`src/rtl/irt_pkg.sv`:
```
// Shared types for the interrupt request tracker.
// Assumes: vector, destination and delivery-mode widths are fixed chip-wide.
package irt_pkg;
    localparam int VEC_W   = 8;
    localparam int DST_W   = 8;
    localparam int DMODE_W = 3;

    // One routing entry as held in the table.
    typedef struct packed {
        logic [VEC_W-1:0]   vector;
        logic [DST_W-1:0]   dest;
        logic               dest_logical;
        logic [DMODE_W-1:0] dmode;
        logic               level_trig;
        logic               masked;
    } route_t;

    localparam route_t ROUTE_RESET = '{
        vector: '0, dest: '0, dest_logical: 1'b0,
        dmode: '0, level_trig: 1'b0, masked: 1'b1
    };
endpackage

```
`src/rtl/irt_route_table.sv`:
```
// Routing table: one entry per pin, one write per cycle.
// Also emits a registered one-hot pulse, the cycle after a write, naming the
// entry that changed so the pin cell can re-evaluate against the new value.
// Assumes: wr_pin is always below NPINS.
module irt_route_table
    import irt_pkg::*;
#(
    parameter int NPINS = 8,
    parameter int PIN_W = 3
) (
    input  logic             clk,
    input  logic             rst_n,
    input  logic             wr_en,
    input  logic [PIN_W-1:0] wr_pin,
    input  route_t           wr_data,
    output route_t           table_o [NPINS],
    output logic [NPINS-1:0] wr_done
);
    for (genvar p = 0; p < NPINS; p++) begin : g_ent
        // Hold entry p; reset leaves it masked.
        always_ff @(posedge clk) begin
            if (!rst_n) begin
                table_o[p] <= ROUTE_RESET;
                wr_done[p] <= 1'b0;
            end else begin
                wr_done[p] <= wr_en && (wr_pin == PIN_W'(p));
                if (wr_en && (wr_pin == PIN_W'(p)))
                    table_o[p] <= wr_data;
            end
        end
    end
endmodule

```
`src/rtl/irt_pin_cell.sv`:
```
// Per-pin request state: IRR, remote-IRR, edge delivered flag and a
// pending-service flag. Reports ready when a pending service is not blocked.
// Assumes: grant only when ready; inflight/accept refer to the request now
// on the delivery output.
module irt_pin_cell
    import irt_pkg::*;
(
    input  logic   clk,
    input  logic   rst_n,
    input  logic   upd,
    input  logic   lvl,
    input  route_t ent,
    input  logic   eoi_hit,
    input  logic   wr_done,
    input  logic   grant,
    input  logic   inflight,
    input  logic   accept,
    output logic   ready
);
    logic irr_q, rirr_q, dlvd_q, pend_q;
    logic req_hi, req_lo, coalesce, blocked, eoi_redo, wr_redo;

    // Classify this cycle's events and decide whether the pin may go out.
    always_comb begin
        req_hi   = upd && lvl;
        req_lo   = upd && !lvl;
        coalesce = req_hi && !ent.level_trig && irr_q;
        blocked  = ent.masked || !irr_q
                || (ent.level_trig && (rirr_q || inflight))
                || (!ent.level_trig && dlvd_q);
        ready    = pend_q && !blocked;
        eoi_redo = eoi_hit && ent.level_trig && !ent.masked && irr_q;
        wr_redo  = wr_done && ent.level_trig && !ent.masked && irr_q && !rirr_q;
    end

    // Advance the four state flags.
    always_ff @(posedge clk) begin
        if (!rst_n) begin
            irr_q  <= 1'b0;
            rirr_q <= 1'b0;
            dlvd_q <= 1'b0;
            pend_q <= 1'b0;
        end else begin
            irr_q  <= req_lo ? 1'b0 : (req_hi ? 1'b1 : irr_q);
            rirr_q <= ent.level_trig && ((rirr_q && !eoi_hit) || accept);
            dlvd_q <= !ent.level_trig && ((dlvd_q || grant) && !req_hi);
            pend_q <= (pend_q && !grant && !blocked)
                   || (req_hi && !coalesce) || eoi_redo || wr_redo;
        end
    end
endmodule

```
`src/rtl/irt_prio_pick.sv`:
```
// Fixed-priority picker: grants the lowest-index request.
// Assumes: IW is wide enough to index N.
module irt_prio_pick #(
    parameter int N  = 8,
    parameter int IW = 3
) (
    input  logic [N-1:0]  req,
    output logic [N-1:0]  grant,
    output logic [IW-1:0] idx,
    output logic          any
);
    // Scan downward so the lowest set request is the last one kept.
    always_comb begin
        grant = '0;
        idx   = '0;
        for (int i = N - 1; i >= 0; i--) begin
            if (req[i]) begin
                grant    = '0;
                grant[i] = 1'b1;
                idx      = IW'(i);
            end
        end
        any = |req;
    end
endmodule

```
`src/rtl/irt_tracker.sv`:
```
// Edge/level interrupt request tracker top.
// Holds the routing table and per-pin request state, picks one ready pin per
// cycle and registers its routing fields onto the delivery request.
// Assumes: dlv_accepted is answered in the same cycle dlv_valid is high.
module irt_tracker
    import irt_pkg::*;
#(
    parameter int NPINS = 8,
    localparam int PIN_W = (NPINS > 1) ? $clog2(NPINS) : 1
) (
    input  logic               clk,
    input  logic               rst_n,
    input  logic [NPINS-1:0]   line_upd,
    input  logic [NPINS-1:0]   line_lvl,
    input  logic               cfg_we,
    input  logic [PIN_W-1:0]   cfg_pin,
    input  logic [VEC_W-1:0]   cfg_vector,
    input  logic [DST_W-1:0]   cfg_dest,
    input  logic               cfg_dest_logical,
    input  logic [DMODE_W-1:0] cfg_dmode,
    input  logic               cfg_level,
    input  logic               cfg_mask,
    input  logic               eoi_valid,
    input  logic [VEC_W-1:0]   eoi_vector,
    input  logic               dlv_accepted,
    output logic               dlv_valid,
    output logic [VEC_W-1:0]   dlv_vector,
    output logic [DST_W-1:0]   dlv_dest,
    output logic               dlv_dest_logical,
    output logic [DMODE_W-1:0] dlv_dmode,
    output logic               dlv_level
);
    route_t             cfg_word;
    route_t             tbl [NPINS];
    logic [NPINS-1:0]   wr_done;
    logic [NPINS-1:0]   eoi_hit, inflight_vec, accept_vec;
    logic [NPINS-1:0]   ready_vec, grant_vec, mask_vec;
    logic [PIN_W-1:0]   grant_idx;
    logic               grant_any;
    logic [PIN_W-1:0]   dlv_pin_q;

    // Pack the write-port fields into one entry.
    always_comb begin
        cfg_word = '{vector: cfg_vector, dest: cfg_dest,
                     dest_logical: cfg_dest_logical, dmode: cfg_dmode,
                     level_trig: cfg_level, masked: cfg_mask};
    end

    irt_route_table #(.NPINS(NPINS), .PIN_W(PIN_W)) u_table (
        .clk(clk), .rst_n(rst_n), .wr_en(cfg_we), .wr_pin(cfg_pin),
        .wr_data(cfg_word), .table_o(tbl), .wr_done(wr_done)
    );

    for (genvar p = 0; p < NPINS; p++) begin : g_pin
        // Per-pin decode of end-of-interrupt and of the request in flight.
        always_comb begin
            eoi_hit[p]      = eoi_valid && (tbl[p].vector == eoi_vector);
            inflight_vec[p] = dlv_valid && (dlv_pin_q == PIN_W'(p));
            accept_vec[p]   = inflight_vec[p] && dlv_accepted;
            mask_vec[p]     = tbl[p].masked;
        end

        irt_pin_cell u_cell (
            .clk(clk), .rst_n(rst_n), .upd(line_upd[p]), .lvl(line_lvl[p]),
            .ent(tbl[p]), .eoi_hit(eoi_hit[p]), .wr_done(wr_done[p]),
            .grant(grant_vec[p]), .inflight(inflight_vec[p]),
            .accept(accept_vec[p]), .ready(ready_vec[p])
        );
    end

    irt_prio_pick #(.N(NPINS), .IW(PIN_W)) u_pick (
        .req(ready_vec), .grant(grant_vec), .idx(grant_idx), .any(grant_any)
    );

    // Register the granted entry onto the delivery request.
    always_ff @(posedge clk) begin
        if (!rst_n) begin
            dlv_valid        <= 1'b0;
            dlv_pin_q        <= '0;
            dlv_vector       <= '0;
            dlv_dest         <= '0;
            dlv_dest_logical <= 1'b0;
            dlv_dmode        <= '0;
            dlv_level        <= 1'b0;
        end else begin
            dlv_valid <= grant_any;
            if (grant_any) begin
                dlv_pin_q        <= grant_idx;
                dlv_vector       <= tbl[grant_idx].vector;
                dlv_dest         <= tbl[grant_idx].dest;
                dlv_dest_logical <= tbl[grant_idx].dest_logical;
                dlv_dmode        <= tbl[grant_idx].dmode;
                dlv_level        <= tbl[grant_idx].level_trig;
            end
        end
    end
endmodule

```
`config.mk`:
```
export PLATFORM = sky130hd
export DESIGN_NAME = irt_tracker
export DESIGN_NICKNAME = d
export VERILOG_FILES = /design/src/rtl/irt_pkg.sv /design/src/rtl/irt_route_table.sv /design/src/rtl/irt_pin_cell.sv /design/src/rtl/irt_prio_pick.sv /design/src/rtl/irt_tracker.sv
export SDC_FILE = /design/constraint.sdc
export NUM_CORES = 1
export LEC_CHECK = 0
export ABC_AREA = 1
export BUFFER_PORTS_ARGS = -buffer_cell sky130_fd_sc_hd__buf_2
export CORE_MARGIN = 2
export CORE_UTILIZATION = 45
export CTS_CLUSTER_DIAMETER = 150
export DETAILED_ROUTE_END_ITERATION = 10
export HOLD_SLACK_MARGIN = 0.03
export PLACE_DENSITY = 0.62
export RECOVER_POWER = 25
export SYNTH_ARGS = -nofsm -noshare
export SYNTH_HDL_FRONTEND = slang
export SYNTH_SLANG_ARGS = --single-unit
```
`constraint.sdc`:
```
create_clock -name clk -period 3.4 [get_ports clk]
set_input_delay 0.17 -clock clk [delete_from_list [all_inputs] [get_ports clk]]
set_output_delay 0.17 -clock clk [all_outputs]
set_load 0.05 [all_outputs]
```
==> results of run 1 <==
flip-flops by register name (all words and copies together), names as in the netlist:
name / count
dlv_valid: 1
dlv_pin_q: 3
dlv_dmode: 3
g_pin.u_cell.rirr_q: 8
dlv_vector: 8
u_table.wr_done: 8
g_pin.u_cell.pend_q: 8
g_pin.u_cell.dlvd_q: 8
dlv_level: 1
dlv_dest_logical: 1
u_table.table_o: 176
g_pin.u_cell.irr_q: 8
dlv_dest: 8
layer usage:
| metal | up-vias | GRT usage | part of all wire |
|---|---|---|---|
| met4 | 0 | 0.120 | 0.042 |
| met5 | - | 0 | 0 |
| met3 | 88 | 0.0426 | 0.065 |
| li1 | 5506 | - | - |
| met1 | 5133 | 0.371 | 0.45 |
| met2 | 395 | 0.453 | 0.45 |
cell usage in the layout (no fill, tap or decap), drive strengths merged:
cell type	Yosys	final
a211oi	10	10
dlygate4sd3	0	46
clkbuf	63	40
clkinv	7	13
a31oi	3	3
o22a	1	1
nand4	3	3
xor2	18	18
a2111oi	6	6
o2111ai	5	5
dfxtp	241	241
buf	39	101
inv	173	173
a22o	1	1
a32o	1	1
nor4	6	6
nand3	169	169
xnor2	4	4
o22ai	16	16
a41oi	1	1
nand2	247	247
nor3b	1	1
bufinv	0	3
o21ai	199	199
o21a	1	1
nor2	248	248
a22oi	3	3
or2	1	1
a21oi	114	114
o211ai	29	29
a32oi	5	5
nor3	9	9
nand3b	3	3
and3	1	1
worst min-delay path: stages:
cell	delay (ns)
buf_2	0.19
a32oi_1	0.13
nor2_1	0.07
layout make-up:
| cell class | instances | share of cell area |
|---|---|---|
| Multi-Input combinational cell | 1105 | 0.402 |
| Sequential cell | 241 | 0.366 |
| Timing Repair Buffer | 149 | 0.0820 |
| Clock buffer | 38 | 0.0590 |
| Inverter | 180 | 0.0513 |
| Tap cell | 324 | 0.0308 |
| Clock inverter | 9 | 0.00911 |
worst paths after layout:
kind / endpoint / startpoint
worst max-delay path: g_pin[0].u_cell.irr_q$_SDFFE_PP0P_ / rst_n
worst min-delay path: g_pin[1].u_cell.rirr_q$_SDFF_PN0_ / dlv_accepted
worst max register to register: dlv_dmode[0]$_SDFFE_PN0P_ / g_pin[4].u_cell.irr_q$_SDFFE_PP0P_
worst min register to register: g_pin[6].u_cell.dlvd_q$_SDFF_PN0_ / g_pin[6].u_cell.dlvd_q$_SDFF_PN0_
power by group through the flow:
| stage | combinational, mW | clock (mW) | sequential [mW] |
|---|---|---|---|
| after global routing | 0.542 | 3.13 | 2.97 |
| final | 0.489 | 2.99 | 2.96 |
| after detailed placement | 0.438 | 0 | 3.02 |
| after floorplan | 0.279 | 0 | 3.00 |
| after CTS | 0.482 | 3.02 | 2.96 |
| after global placement | 0.434 | 0 | 3.02 |
through the flow:
stage	power, mW	hold slack (ns)	instance area [µm²]	setup WS, ns
after CTS	6.46	0.0629	13200	0.910
after global routing	6.64	0.0752	13200	0.354
after detailed placement	3.46	0.383	11800	0.945
final	6.43	0.0646	13200	0.546
after global placement	3.45	0.374	11800	0.899
after floorplan	3.28	0.275	11300	1.14
kinds of logic after synthesis:
kind of cell           Yosys count  synth area share
AO/OA/AOI/OAI                  395             0.195
XOR/XNOR                        22            0.0171
flip-flops                     241             0.429
AND/OR/NAND/NOR                688             0.257
buffers and inverters          282             0.103
==> results.sh, run 1 <==
export IMPL_num_nets_final=1758
export IMPL_hp_class="in2reg"
export IMPL_initial_core_util=0.460
export IMPL_ys_top_cells_by_count="nor2_1, dfxtp_1, nand2_1, o21ai_0, nand3_1"
export IMPL_crit_path_start_kind="primary input"
export IMPL_cts_hold_buf=46
export IMPL_p_leak_nw=5.87
export IMPL_grt_usage=0.279
export IMPL_pwr_share_seq=0.460
export IMPL_crit_buf_inv=4
export IMPL_endpoint_kind="flip-flop"
export IMPL_synth_area_leaders="dfxtp_1, o21ai_0, nor2_1, nand2_1, nand3_1"
export IMPL_clkTransAtPathRegs_ns=0.06
export IMPL_max_slew_margin=-0.671
export IMPL_p_int_mw=4.89
export IMPL_synth_edf_count=0
export IMPL_violations="max-capacitance violations, max-slew violations"
export IMPL_final_max_slew_viol_count=57
export IMPL_grt_pass1_wl_um=57900
export IMPL_clockRootBuffer="clkbuf_16"
export IMPL_slowest_stage="clkbuf_1"
export IMPL_gp_congestion=0.929
export IMPL_cts_path_max_buffers=3
export IMPL_cts_tree="yes"
export IMPL_grt_pass1_vias=10500
export IMPL_drive_gt1_frac=0.0958
export IMPL_cts_buffers_inserted=27
export IMPL_ys_warnings_count=0
export IMPL_syn_cell_area_um2=11300
export IMPL_p_per_area_nw_per_um2=488
export IMPL_worst_r2r_cell_count=16
export IMPL_final_setup_tns_ns=0
export IMPL_num_io_pins=76
export IMPL_die_y_um=162
export IMPL_drtAntennaViolNets=0
export IMPL_portBuffers=75
export IMPL_fin_crit_ns=2.85
export IMPL_worst_path_largest_cell_delay_ns=1.75
export IMPL_crit_family="buffers and inverters"
export IMPL_cts_setup_buffers=0
export IMPL_setup_worst_path_class="in2reg"
export IMPL_synth_ff_type="dfxtp_1"
export IMPL_cts_max_level=1
export IMPL_die_area_um2=26300
export IMPL_avgSynthCellArea_um2=6.92
export IMPL_synthArstFlopShare=0
export IMPL_seq_area_um2=4820
export IMPL_finalNonFillerCells=2046
export IMPL_rsz0062_at_grt="false"
export IMPL_cp_cell_sequence="clkbuf_1, inv_1, buf_4, o22ai_1, dlygate4sd3_1"
export IMPL_swShare=0.240
export IMPL_die_x_um=162
export IMPL_netSwitchingPower_mw=1.55
export IMPL_skew_ns=0.00897
export IMPL_fill_cells=2406
export IMPL_syn_inst=1628
export IMPL_grt_ovfl_total=0
export IMPL_core_um2=24500
export IMPL_grt_start_max_net_pins=146
export IMPL_wirelength_um=36900
export IMPL_areaGrowthSynthToFinish_pct=17.1
export IMPL_drc=0
export IMPL_synth_most_common_cell="nor2_1"
export IMPL_finalSetupViolations=0
export IMPL_cap_violations=1
export IMPL_cts_sinks=241
export IMPL_cts_resized=0
export IMPL_r2r_slack_ns=0.89
export IMPL_required_ns=3.87
export IMPL_dp_cells=1953
export IMPL_multiInputGateArea_um2=5300
export IMPL_ys_seq_area_frac=0.429
export IMPL_status="finished, violations left"
export IMPL_worst_pin_slew_ns=2.51
export IMPL_antenna_found_initial=0
export IMPL_clock_latency_ns=0.54
export IMPL_via_count=11100
export IMPL_final_hold_viol_count=0
export IMPL_crit_cells=5
export IMPL_drt_iter0_markers=1092
export IMPL_yosysTopAreaCell="dfxtp_1"
export IMPL_worst_ir_drop_vdd_uv=397
export IMPL_yosysTopAreaCellShare=0.429
export IMPL_fin_crit_sh=0.840
export IMPL_pwr_share_clk=0.464
export IMPL_hold_path_depth=3
export IMPL_power_frac_comb=0.076
export IMPL_path_max_fanout=57
export IMPL_synth_cell_type_count=43
export IMPL_dr_pass1_iters=5
export IMPL_viasPerCell=5.44
export IMPL_diodes=0
export IMPL_ys_ff_latch=241
export IMPL_fmax_ghz=0.350
export IMPL_syn_nets=1682
export IMPL_finish_utilization=0.539
export IMPL_std_cell_rows=57
export IMPL_dp_hpwl_um=23200
export IMPL_worst_ep_arrival_time_ns=3.33
export IMPL_post_drt_wl_per_cell_um=18.1
Note: power is estimated with default switching activity, not from simulation.
==> inputs of run 2 (changes only) <==
- clock period: 3.4 -> 3 ns (I/O delays scaled with it)
==> run 2 against run 1 <==
- the run now ends clean
- sequential cell count did not move
- non-clock buffer count rose by 9
- core utilization rose by 0.34 points
- critical endpoint is now dlv_vector[2]$_SDFFE_PN0P_
- largest power group is now registers
==> results.sh, run 2 (synthesized netlist as in run 1, its figures left out) <==
export IMPL_place_area_um2=11900
export IMPL_cts_buffers_inserted=27
export IMPL_worst_r2r_cell_count=14
export IMPL_viasPerCell=5.39
export IMPL_clockRootBuffer="clkbuf_16"
export IMPL_skew_ns=0.00596
export IMPL_hold_start="cfg_pin[1]"
export IMPL_grt_ovfl_total=0
export IMPL_fmax_ghz=0.378
export IMPL_core_um2=24500
export IMPL_die_y_um=162
export IMPL_r2r_end="dlv_vector[2]$_SDFFE_PN0P_"
export IMPL_via_count=11100
export IMPL_initial_core_util=0.460
export IMPL_std_cell_rows=57
export IMPL_grt_pass1_wl_um=58600
export IMPL_post_drt_wl_per_cell_um=18.0
export IMPL_drtAntennaViolNets=0
export IMPL_endpoint_kind="flip-flop"
export IMPL_cts_tree="yes"
export IMPL_clkTransAtPathRegs_ns=0.06
export IMPL_layout_common_cells="nor2_1, dfxtp_1, nand2_1"
export IMPL_crit_path_start_kind="flip-flop"
export IMPL_postLayoutCellArea_um2=13300
export IMPL_cts_resized=0
export IMPL_pwr_share_seq=0.462
export IMPL_total_power_mw=7.25
export IMPL_p_int_mw=5.50
export IMPL_cts_hold_buf=47
export IMPL_r2r_slack_ns=0.35
export IMPL_p_leak_nw=5.90
export IMPL_cts_sinks=241
export IMPL_fin_crit_sh=0.882
export IMPL_finalSetupViolations=0
export IMPL_num_nets_final=1767
export IMPL_netSwitchingPower_mw=1.74
export IMPL_dr_pass1_iters=6
export IMPL_cts_path_max_buffers=3
export IMPL_rsz0062_at_grt="false"
export IMPL_status="complete, no violations"
export IMPL_num_io_pins=76
export IMPL_drive_gt1_frac=0.0980
export IMPL_diodes=0
export IMPL_fin_crit_ns=2.65
export IMPL_grt_start_max_net_pins=99
export IMPL_worst_ir_drop_vdd_uv=461
export IMPL_top_register="u_table.table_o"
export IMPL_r2r_start="dlv_valid$_SDFF_PN0_"
export IMPL_final_common_cell="nor2_1"
export IMPL_clock_latency_ns=0.54
export IMPL_cts_max_level=1
export IMPL_grt_usage=0.281
export IMPL_drc=0
export IMPL_path_max_fanout=17
export IMPL_final_hold_viol_count=0
export IMPL_drt_iter0_markers=1164
export IMPL_grt_pass1_vias=10400
export IMPL_areaGrowthSynthToFinish_pct=17.8
export IMPL_min_to="u_table.table_o[16]$_SDFFE_PN0P_"
export IMPL_largest_reg_flops=176
export IMPL_gp_congestion=0.903
export IMPL_cts_setup_buffers=0
export IMPL_worst_pin_slew_ns=1.40
export IMPL_hp_class="in2reg"
export IMPL_antenna_found_initial=1
export IMPL_die_area_um2=26300
export IMPL_dp_hpwl_um=23500
export IMPL_final_setup_tns_ns=0
export IMPL_portBuffers=75
export IMPL_pwr_share_clk=0.460
export IMPL_max_slew_margin=0.0691
export IMPL_wirelength_um=37000
export IMPL_power_frac_comb=0.077
export IMPL_hold_path_depth=5
export IMPL_worst_ep_arrival_time_ns=3.07
export IMPL_cap_violations=0
export IMPL_swShare=0.241
export IMPL_final_max_slew_viol_count=0
export IMPL_p_per_area_nw_per_um2=546
export IMPL_setup_worst_path_class="reg2reg"
export IMPL_required_ns=3.42
export IMPL_die_x_um=162
[run 2: critical path, stage by stage, from the launching register on]
cell     delay [ns]
dfxtp_1        0.39
inv_1          0.09
nor2_4         0.15
nand2_1        0.08
nand2_1        0.06
nand2_1        0.04
nand2_1        0.15
nand2_1        0.14
nor2_4         0.21
inv_2          0.24
nor2_2         0.40
buf_4          0.27
nand3_1        0.14
nand3_1        0.12
nand2_1        0.05
[run 2: layer usage]
metal	wire (µm)	GRT usage
met1	17000	0.395
met2	16700	0.456
met3	2270	0.0340
met4	1070	0.0833
met5	0	0
[run 2: how the worst max path moves through the flow]
stage,from,end,slack (ns),cells past startpoint
2_1_floorplan,dlv_valid$_SDFF_PN0_,dlv_dest[4]$_SDFFE_PN0P_,0.74,17
3_3_place_gp,dlv_valid$_SDFF_PN0_,dlv_vector[2]$_SDFFE_PN0P_,0.57,14
3_5_place_dp,dlv_valid$_SDFF_PN0_,dlv_vector[2]$_SDFFE_PN0P_,0.45,14
4_1_cts,dlv_valid$_SDFF_PN0_,dlv_vector[2]$_SDFFE_PN0P_,0.42,14
5_1_grt,dlv_valid$_SDFF_PN0_,dlv_dest[3]$_SDFFE_PN0P_,0.16,14
6_report,dlv_valid$_SDFF_PN0_,dlv_vector[2]$_SDFFE_PN0P_,0.35,14
[run 2: per-stage QoR]
stage	util	instances	hold WS (ns)	setup WS, ns
final	0.542	2058	0.193	0.353
after CTS	0.543	2058	0.142	0.423
after detailed placement	0.487	1961	0.360	0.450
after floorplan	-	1628	0.255	0.735
after global routing	0.542	2058	0.218	0.160
after global placement	0.487	1961	0.354	0.567
[run 2: power by group through the flow]
stage / Clock (mW) / Sequential [mW] / Combinational, mW
4_1_cts: 3.38 / 3.35 / 0.554
5_1_grt: 3.52 / 3.36 / 0.624
3_5_place_dp: 0 / 3.42 / 0.504
6_report: 3.34 / 3.35 / 0.561
2_1_floorplan: 0 / 3.40 / 0.317
3_3_place_gp: 0 / 3.42 / 0.499
[run 2: area by class of cell]
class / instances / area, µm²
fill: 2416 / 11200
clock inverter: 7 / 91.3
multi-input combinational: 1105 / 5300
sequential: 241 / 4820
clock buffer: 43 / 806
inverter: 180 / 676
tap: 324 / 405
timing repair buffer: 158 / 1160
